<file path="src/rtl/lbus_seq.sv">
module lbus_seq #(
  parameter int AW  = 24,
  parameter int DW  = 16,
  parameter int IOW = 16
) (
  input  logic          clk,
  input  logic          rst_n,
  input  logic          req_valid,
  output logic          req_ready,
  input  logic [2:0]    req_op,
  input  logic [AW-1:0] req_addr,
  input  logic          req_word,
  input  logic [DW-1:0] req_wdata,
  output logic          done,
  output logic [DW-1:0] done_rdata,
  output logic          ph_next1,
  output logic [1:0]    stat_n,
  output logic          mio,
  output logic          ack,
  output logic [AW-1:1] addr_hi,
  output logic          a0,
  output logic          bhe_n,
  output logic          bus_oe,
  output logic [DW-1:0] wdata_out,
  output logic          wdata_oe,
  input  logic [DW-1:0] rdata_in,
  input  logic          rdy,
  input  logic          hold,
  output logic          hlda
);
  localparam int BW = DW / 2;
  localparam logic [2:0] OP_MRD = 3'd0, OP_MWR = 3'd1, OP_IORD = 3'd2,
                         OP_IOWR = 3'd3, OP_INTA = 3'd4, OP_HALT = 3'd5;

  typedef enum logic [1:0] {S_IDLE, S_TS, S_TC, S_HOLD} bstate_t;

  function automatic logic [2:0] norm_op(input logic [2:0] o);
    return (o > OP_HALT) ? OP_HALT : o;
  endfunction

  function automatic logic is_rd(input logic [2:0] o);
    return (o == OP_MRD) || (o == OP_IORD) || (o == OP_INTA);
  endfunction

  bstate_t        st;
  logic           ph;
  logic [2:0]     cur_op,   nq_op;
  logic [AW-1:0]  cur_addr, nq_addr;
  logic           cur_word, nq_word;
  logic [DW-1:0]  cur_wd,   nq_wd;
  logic           nq_v;

  wire bnd    = ph;
  wire sel_nq = (st == S_TC) && nq_v;

  wire [2:0]    sel_op   = sel_nq ? nq_op   : cur_op;
  wire [AW-1:0] sel_addr = sel_nq ? nq_addr : cur_addr;
  wire          sel_word = sel_nq ? nq_word : cur_word;

  wire is_io   = (sel_op == OP_IORD) || (sel_op == OP_IOWR);
  wire is_inta = (sel_op == OP_INTA);

  logic [AW-1:0] eff_addr;
  assign eff_addr = is_io ? {{(AW-IOW){1'b0}}, sel_addr[IOW-1:0]} : sel_addr;

  assign addr_hi  = eff_addr[AW-1:1];
  assign a0       = is_inta ? 1'b0 : (sel_word ? 1'b0 : eff_addr[0]);
  assign bhe_n    = is_inta ? 1'b1 : (sel_word ? 1'b0 : ~eff_addr[0]);
  assign mio      = (sel_op == OP_MRD) || (sel_op == OP_MWR);
  assign ack      = (sel_op == OP_INTA) || (sel_op == OP_HALT);

  assign stat_n   = (st == S_TS) ? (is_rd(cur_op) ? 2'b10 : 2'b01) : 2'b11;
  assign bus_oe   = (st != S_HOLD);
  assign hlda     = (st == S_HOLD);
  assign ph_next1 = ph;
  assign req_ready = !nq_v;

  assign wdata_oe  = ((st == S_TS) || (st == S_TC)) &&
                     ((cur_op == OP_MWR) || (cur_op == OP_IOWR));
  assign wdata_out = cur_word ? cur_wd : {cur_wd[BW-1:0], cur_wd[BW-1:0]};

  logic [DW-1:0] cap;
  always_comb begin
    if (cur_word && cur_op != OP_INTA)
      cap = rdata_in;
    else if (cur_op == OP_INTA || !cur_addr[0])
      cap = {{BW{1'b0}}, rdata_in[BW-1:0]};
    else
      cap = {{BW{1'b0}}, rdata_in[DW-1:BW]};
  end

  always_ff @(posedge clk or negedge rst_n) begin
    if (!rst_n) begin
      ph         <= 1'b0;
      st         <= S_IDLE;
      done       <= 1'b0;
      done_rdata <= '0;
      nq_v       <= 1'b0;
      nq_op      <= '0;
      nq_addr    <= '0;
      nq_word    <= 1'b0;
      nq_wd      <= '0;
      cur_op     <= OP_HALT;
      cur_addr   <= '0;
      cur_word   <= 1'b0;
      cur_wd     <= '0;
    end else begin
      ph   <= ~ph;
      done <= 1'b0;
      if (req_valid && !nq_v) begin
        nq_v    <= 1'b1;
        nq_op   <= norm_op(req_op);
        nq_addr <= req_addr;
        nq_word <= req_word;
        nq_wd   <= req_wdata;
      end
      if (bnd) begin
        unique case (st)
          S_IDLE: begin
            if (hold) st <= S_HOLD;
            else if (nq_v) begin
              st       <= S_TS;
              cur_op   <= nq_op;
              cur_addr <= nq_addr;
              cur_word <= nq_word;
              cur_wd   <= nq_wd;
              nq_v     <= 1'b0;
            end
          end
          S_TS: st <= S_TC;
          S_TC: begin
            if (rdy) begin
              done       <= 1'b1;
              done_rdata <= is_rd(cur_op) ? cap : '0;
              if (hold) st <= S_HOLD;
              else if (nq_v) begin
                st       <= S_TS;
                cur_op   <= nq_op;
                cur_addr <= nq_addr;
                cur_word <= nq_word;
                cur_wd   <= nq_wd;
                nq_v     <= 1'b0;
              end else st <= S_IDLE;
            end
          end
          S_HOLD: if (!hold) st <= S_IDLE;
          default: st <= S_IDLE;
        endcase
      end
    end
  end
endmodule


</file>
<file path="config.mk">
export PLATFORM = sky130hd
export DESIGN_NAME = lbus_seq
export DESIGN_NICKNAME = d
export VERILOG_FILES = /design/src/rtl/lbus_seq.sv
export SDC_FILE = /design/constraint.sdc
export NUM_CORES = 1
export LEC_CHECK = 0
export BUFFER_PORTS_ARGS = -buffer_cell sky130_fd_sc_hd__buf_2
export CAP_MARGIN = 20
export CORE_ASPECT_RATIO = 1.4
export CORE_MARGIN = 2
export CORE_UTILIZATION = 30
export CTS_BUF_LIST = sky130_fd_sc_hd__clkbuf_16
export CTS_CLUSTER_DIAMETER = 200
export CTS_CLUSTER_SIZE = 30
export DETAILED_ROUTE_END_ITERATION = 8
export RECOVER_POWER = 100
export SYNTH_ARGS = -nofsm -noshare
export SYNTH_HDL_FRONTEND = slang
export SYNTH_SLANG_ARGS = --single-unit
</file>
<file path="constraint.sdc">
create_clock -name clk -period 6.3 [get_ports clk]
set_input_delay 0.63 -clock clk [delete_from_list [all_inputs] [get_ports clk]]
set_output_delay 0.63 -clock clk [all_outputs]
set_load 0.1 [all_outputs]
</file>
# Word level (Yosys, flattened, before mapping)
# Index checks and enable logic that the tools add are counted.
# word_totals
output_inout_bits	67
register_bits	109
elab_cells	101
inputBits	65
# classes
eq_ne	17
reduce_logical	21
order_cmp	1
n_bitwise	2
mux	47
# ops
cell	n
24-bit two-way mux	5
16-bit two-way mux	6
24-bit one-hot mux with 2 select lines	1
16-bit one-hot mux with 2 select lines	1
1-bit two-way mux	17
3-bit two-way mux	5
2-bit two-way mux	7
3-bit by 2-bit == test with 1-bit output, second input constant	4
3-bit == test, second input constant	3
1-bit logical OR	8
8-bit two-way mux	1
2-bit one-hot mux with 4 select lines	1
3-bit by 1-bit == test with 1-bit output, second input constant	2
3-bit logical NOT	2
2-bit != test, second input constant	3
3-bit != test, second input constant	2
3-bit one-hot mux with 2 select lines	1
3-bit AND reduction	2
2-bit == test, second input constant	2
1-bit logical AND	4
1-bit one-hot mux with 2 select lines	2
4-bit AND reduction	1
3-bit greater-than comparator, second input constant	1
2-bit by 1-bit == test with 1-bit output, second input constant	1
other kinds (4)	6

# Depth between registers and ports, before layout
# depth
ltp_word	9
depth_mapped	7
mapped_depth_nobuf	6

# Least setup slack after synthesis
# No wires, ideal clock.
# synth_path
path_kind	register to output
start	register st[0]
end	output port a0
required_time_ns	5.670
setup_slack_ns	0.881
stages_incl_launch_ff	8
path_buffers	1
arrival_time_ns	4.789
cell_sequence	dfrtp_1 inv_1 ha_1 and2_2 clkbuf_1 o21ai_0 nand3_1 a21boi_0
# synth_between
elab_chain_cells	6
word_cells_on_any_way	9
classes_between	2 x eq/ne; 6 x mux; 1 x reduce/logical
# synth_rtl
element	line_no	source
start: declaration	45	bstate_t st;
start signal: assignment	95	st <= S_IDLE;
start signal: assignment	120	if (hold) st <= S_HOLD;
start signal: assignment	122	st <= S_TS;
2-bit == test *	54	wire sel_nq = (st == S_TC) && nq_v;
1-bit logical AND *	54	
24-bit two-way mux	57	wire [AW-1:0] sel_addr = sel_nq ? nq_addr : cur_addr;
24-bit two-way mux	64	assign eff_addr = is_io ? {{(AW-IOW){1'b0}}, sel_addr[IOW-1:0]} : sel_addr;
1-bit two-way mux	67	assign a0 = is_inta ? 1'b0 : (sel_word ? 1'b0 : eff_addr[0]);
1-bit two-way mux *	67	
end: declaration	21	output logic a0,
# Mark *: on every way between the ends. The rest lies on a longest branch, timed or not.

# Final worst setup path
# layout_path
start	register st[0]
end	output port addr_hi[18] in the netlist's numbering
# layout_between
elab_chain_cells	6
word_cells_on_any_way	8
classes_between	3 x eq/ne; 3 x mux; 2 x reduce/logical
# layout_rtl
element	line_no	source
2-bit == test *	54	
1-bit logical AND *	54	
3-bit two-way mux	56	wire [2:0] sel_op = sel_nq ? nq_op : cur_op;
3-bit by 2-bit == test with 1-bit output	60	wire is_io = (sel_op == OP_IORD) || (sel_op == OP_IOWR);
1-bit logical OR	60	
24-bit two-way mux *	64	
end: declaration	20	output logic [AW-1:1] addr_hi,
# Marked as above.

==> metrics.cfg <==
[timing]
report.final.slew_viol_count=225
rsz0062_at_grt=false
max_slew.worst_pin.slew_ns=2.80
finalClockSkew_ns=0.00989
slew_headroom_pct=-86.5
period_minus_slack_ns=4.27
fin_tns_setup_ns=0
hold_ws_ns=0.490
fin_crit_sh_pct=67.8
fmax_mhz=234
finalSetupViolations=0
finalHoldViolCount=0

[logic_synthesis]
synth_cell_types=37
syn-mean-instance-area_um2=12.5
synth_edf_count=0
synth_cells=389
synthArstFlopShare_pct=100
synth_area_mm2=0.00487
synthFlopType=dfrtp_1
synth_warnings=0
yosys_register_bits=109
yosysSeqAreaShare_pct=56.1
postSynthNetCount=459

[place]
gp_congestion=0.758
place_area_mm2=0.00565
dp_cells=698
numPortBuffers=131
dpl.hpwl_mm=8.04

[setup_path]
r2r-start=st[0]
startpoint_type=register
path_max_fanout=28
end_kind=output port
critical_path.startpoint=st[0]
worstPathRequired_ns=5.67
critPathKind=register to output port
cp.arrival_ns=3.64

[layout]
drive_gt1_share_pct=33.3
final_common_cell=dfrtp_1
fin_cells=716
area_growth_pct=19.3
final_cell_mix=dfrtp_1 (107), mux2_2 (83), nand2_1 (76)
stdcell_area_mm2=0.00581
fin_nets=581

[detailed_routing]
wire_per_inst_um=16.1
via_per_inst=4.71
firstDrtPassIters=6
drt_iter0_markers=97
final_antenna_net_count=0
vias=3372
drt-total-wl_mm=11.5
route.detailed.drc=0

[outcome]
outcome=finished with violations
violations=capacitance limit, slew limit

[grt]
grt_overflow=0
antenna_found_initial=3
grt_pass1_vias=3604
grt_pass1_wl_mm=18.9
grtUsageTotal_pct=14.0
grt_max_degree=60

[floorplanning]
start_util_pct=30.4
dieArea_mm2=0.0173
rows=55
ios=132
fp.dieH_um=155
core_area_mm2=0.0160
die_x_um=112

[cts]
clk_pin_slew_ns=0.07
clk_path_buf_depth=2
cts_tree=yes
clock_sinks=109
cts_buffers=9
clk_latency_ns=0.35
htree_levels=3
cts_root_buf=clkbuf_16
cts_setup_buffers=0
holdBufCountCts=0
cts_resized=0

[flow_run]
maxCapViolCount=6

[worst_hold_path]
hold_class=register to register
hold_start=nq_wd[12]

==> cell usage after synthesis, types with 2 or more instances <==
master | n | area, um^2
buf_2 | 6 | 30.0
a22o_1 | 8 | 70.1
buf_6 | 4 | 45.0
nor2_1 | 5 | 18.8
buf_4 | 8 | 60.1
dfrtp_1 | 107 | 2680
inv_1 | 7 | 26.3
o31ai_1 | 2 | 15.0
nand3b_1 | 3 | 22.5
nand3_1 | 2 | 10.0
a21oi_1 | 13 | 65.1
o21ai_0 | 11 | 55.1
nand2_1 | 76 | 285
nand2b_1 | 2 | 12.5
mux2_2 | 84 | 946
mux2i_1 | 9 | 90.1
or3_1 | 2 | 12.5
clkbuf_1 | 7 | 26.3
ha_1 | 5 | 62.6
mux2_4 | 10 | 150
dfstp_2 | 2 | 52.6
==> final cells by class <==
class                   instances  area [um^2]
repair buffers                137          624
well taps                     199          249
multi-input cells             246         1900
diodes                          1         2.50
flip-flops and latches        109         2730
clock inverters                 7         43.8
clock buffers                   9          225
fillers                      1642        10200
inverters                       8         30.0
==> worst max-delay path, stage by stage, from the launching register on <==
cell and delay [ns]:
dfrtp_1 0.41, inv_1 0.15, ha_1 0.28, and2_0 1.23
nand2_1 0.14, a21oi_1 0.18, clkbuf_1 0.88
==> final timing paths <==
kind / slack [ns] / to / depth (start not counted)
setup / recovery: 2.03 / addr_hi[18] / 6
hold / removal: 0.49 / cur_wd[12] / 1
setup reg to reg: 2.84 / done_rdata[9] / 5
hold reg to reg: 0.49 / cur_wd[12] / 1
max in group asynchronous: 2.48 / nq_addr[14] / 2
min in group asynchronous: 1.16 / nq_addr[9] / 1
==> cell families (layout without fill, tap and decap cells) <==
| family | Yosys count | after routing | share of synthesized area [%] |
|---|---|---|---|
| AOI/OAI and AO/OA | 39 | 39 | 5.01 |
| adders and majority gates | 5 | 5 | 1.28 |
| buffers and inverters | 34 | 161 | 4.01 |
| DFF | 109 | 109 | 56.1 |
| muxes | 103 | 103 | 24.4 |
| other | 0 | 1 | 0 |
| and+or+nand+nor | 99 | 99 | 9.28 |
==> state kept, by name, indices dropped and copies added (netlist names), 2 cells and up <==
signal and flops:
cur_addr 24, st 2, done_rdata 16, nq_wd 16, nq_op 3, cur_op 3, nq_addr 24, cur_wd 16
==> through the flow <==
stage	setup WS [ns]	utilization [%]
6_report	2.03	36.2
5_1_grt	1.63	36.2
2_1_floorplan	0.881	-
3_5_place_dp	2.97	35.2
4_1_cts	2.57	36.9
3_3_place_gp	3.00	35.2
==> layer usage <==
metal  up-vias  share of wire [%]  global-route usage [%]
met5         -               0.11                       0
met4         2                2.8                    6.53
met3        28                6.9                    4.70
met2        99                 51                    24.3
met1      1667                 39                    15.4
li1       1576                  -                       -
Power is left out: the tool's default activity adds up to more than one toggle a clock period on the data nets, which glitch-free logic cannot reach.
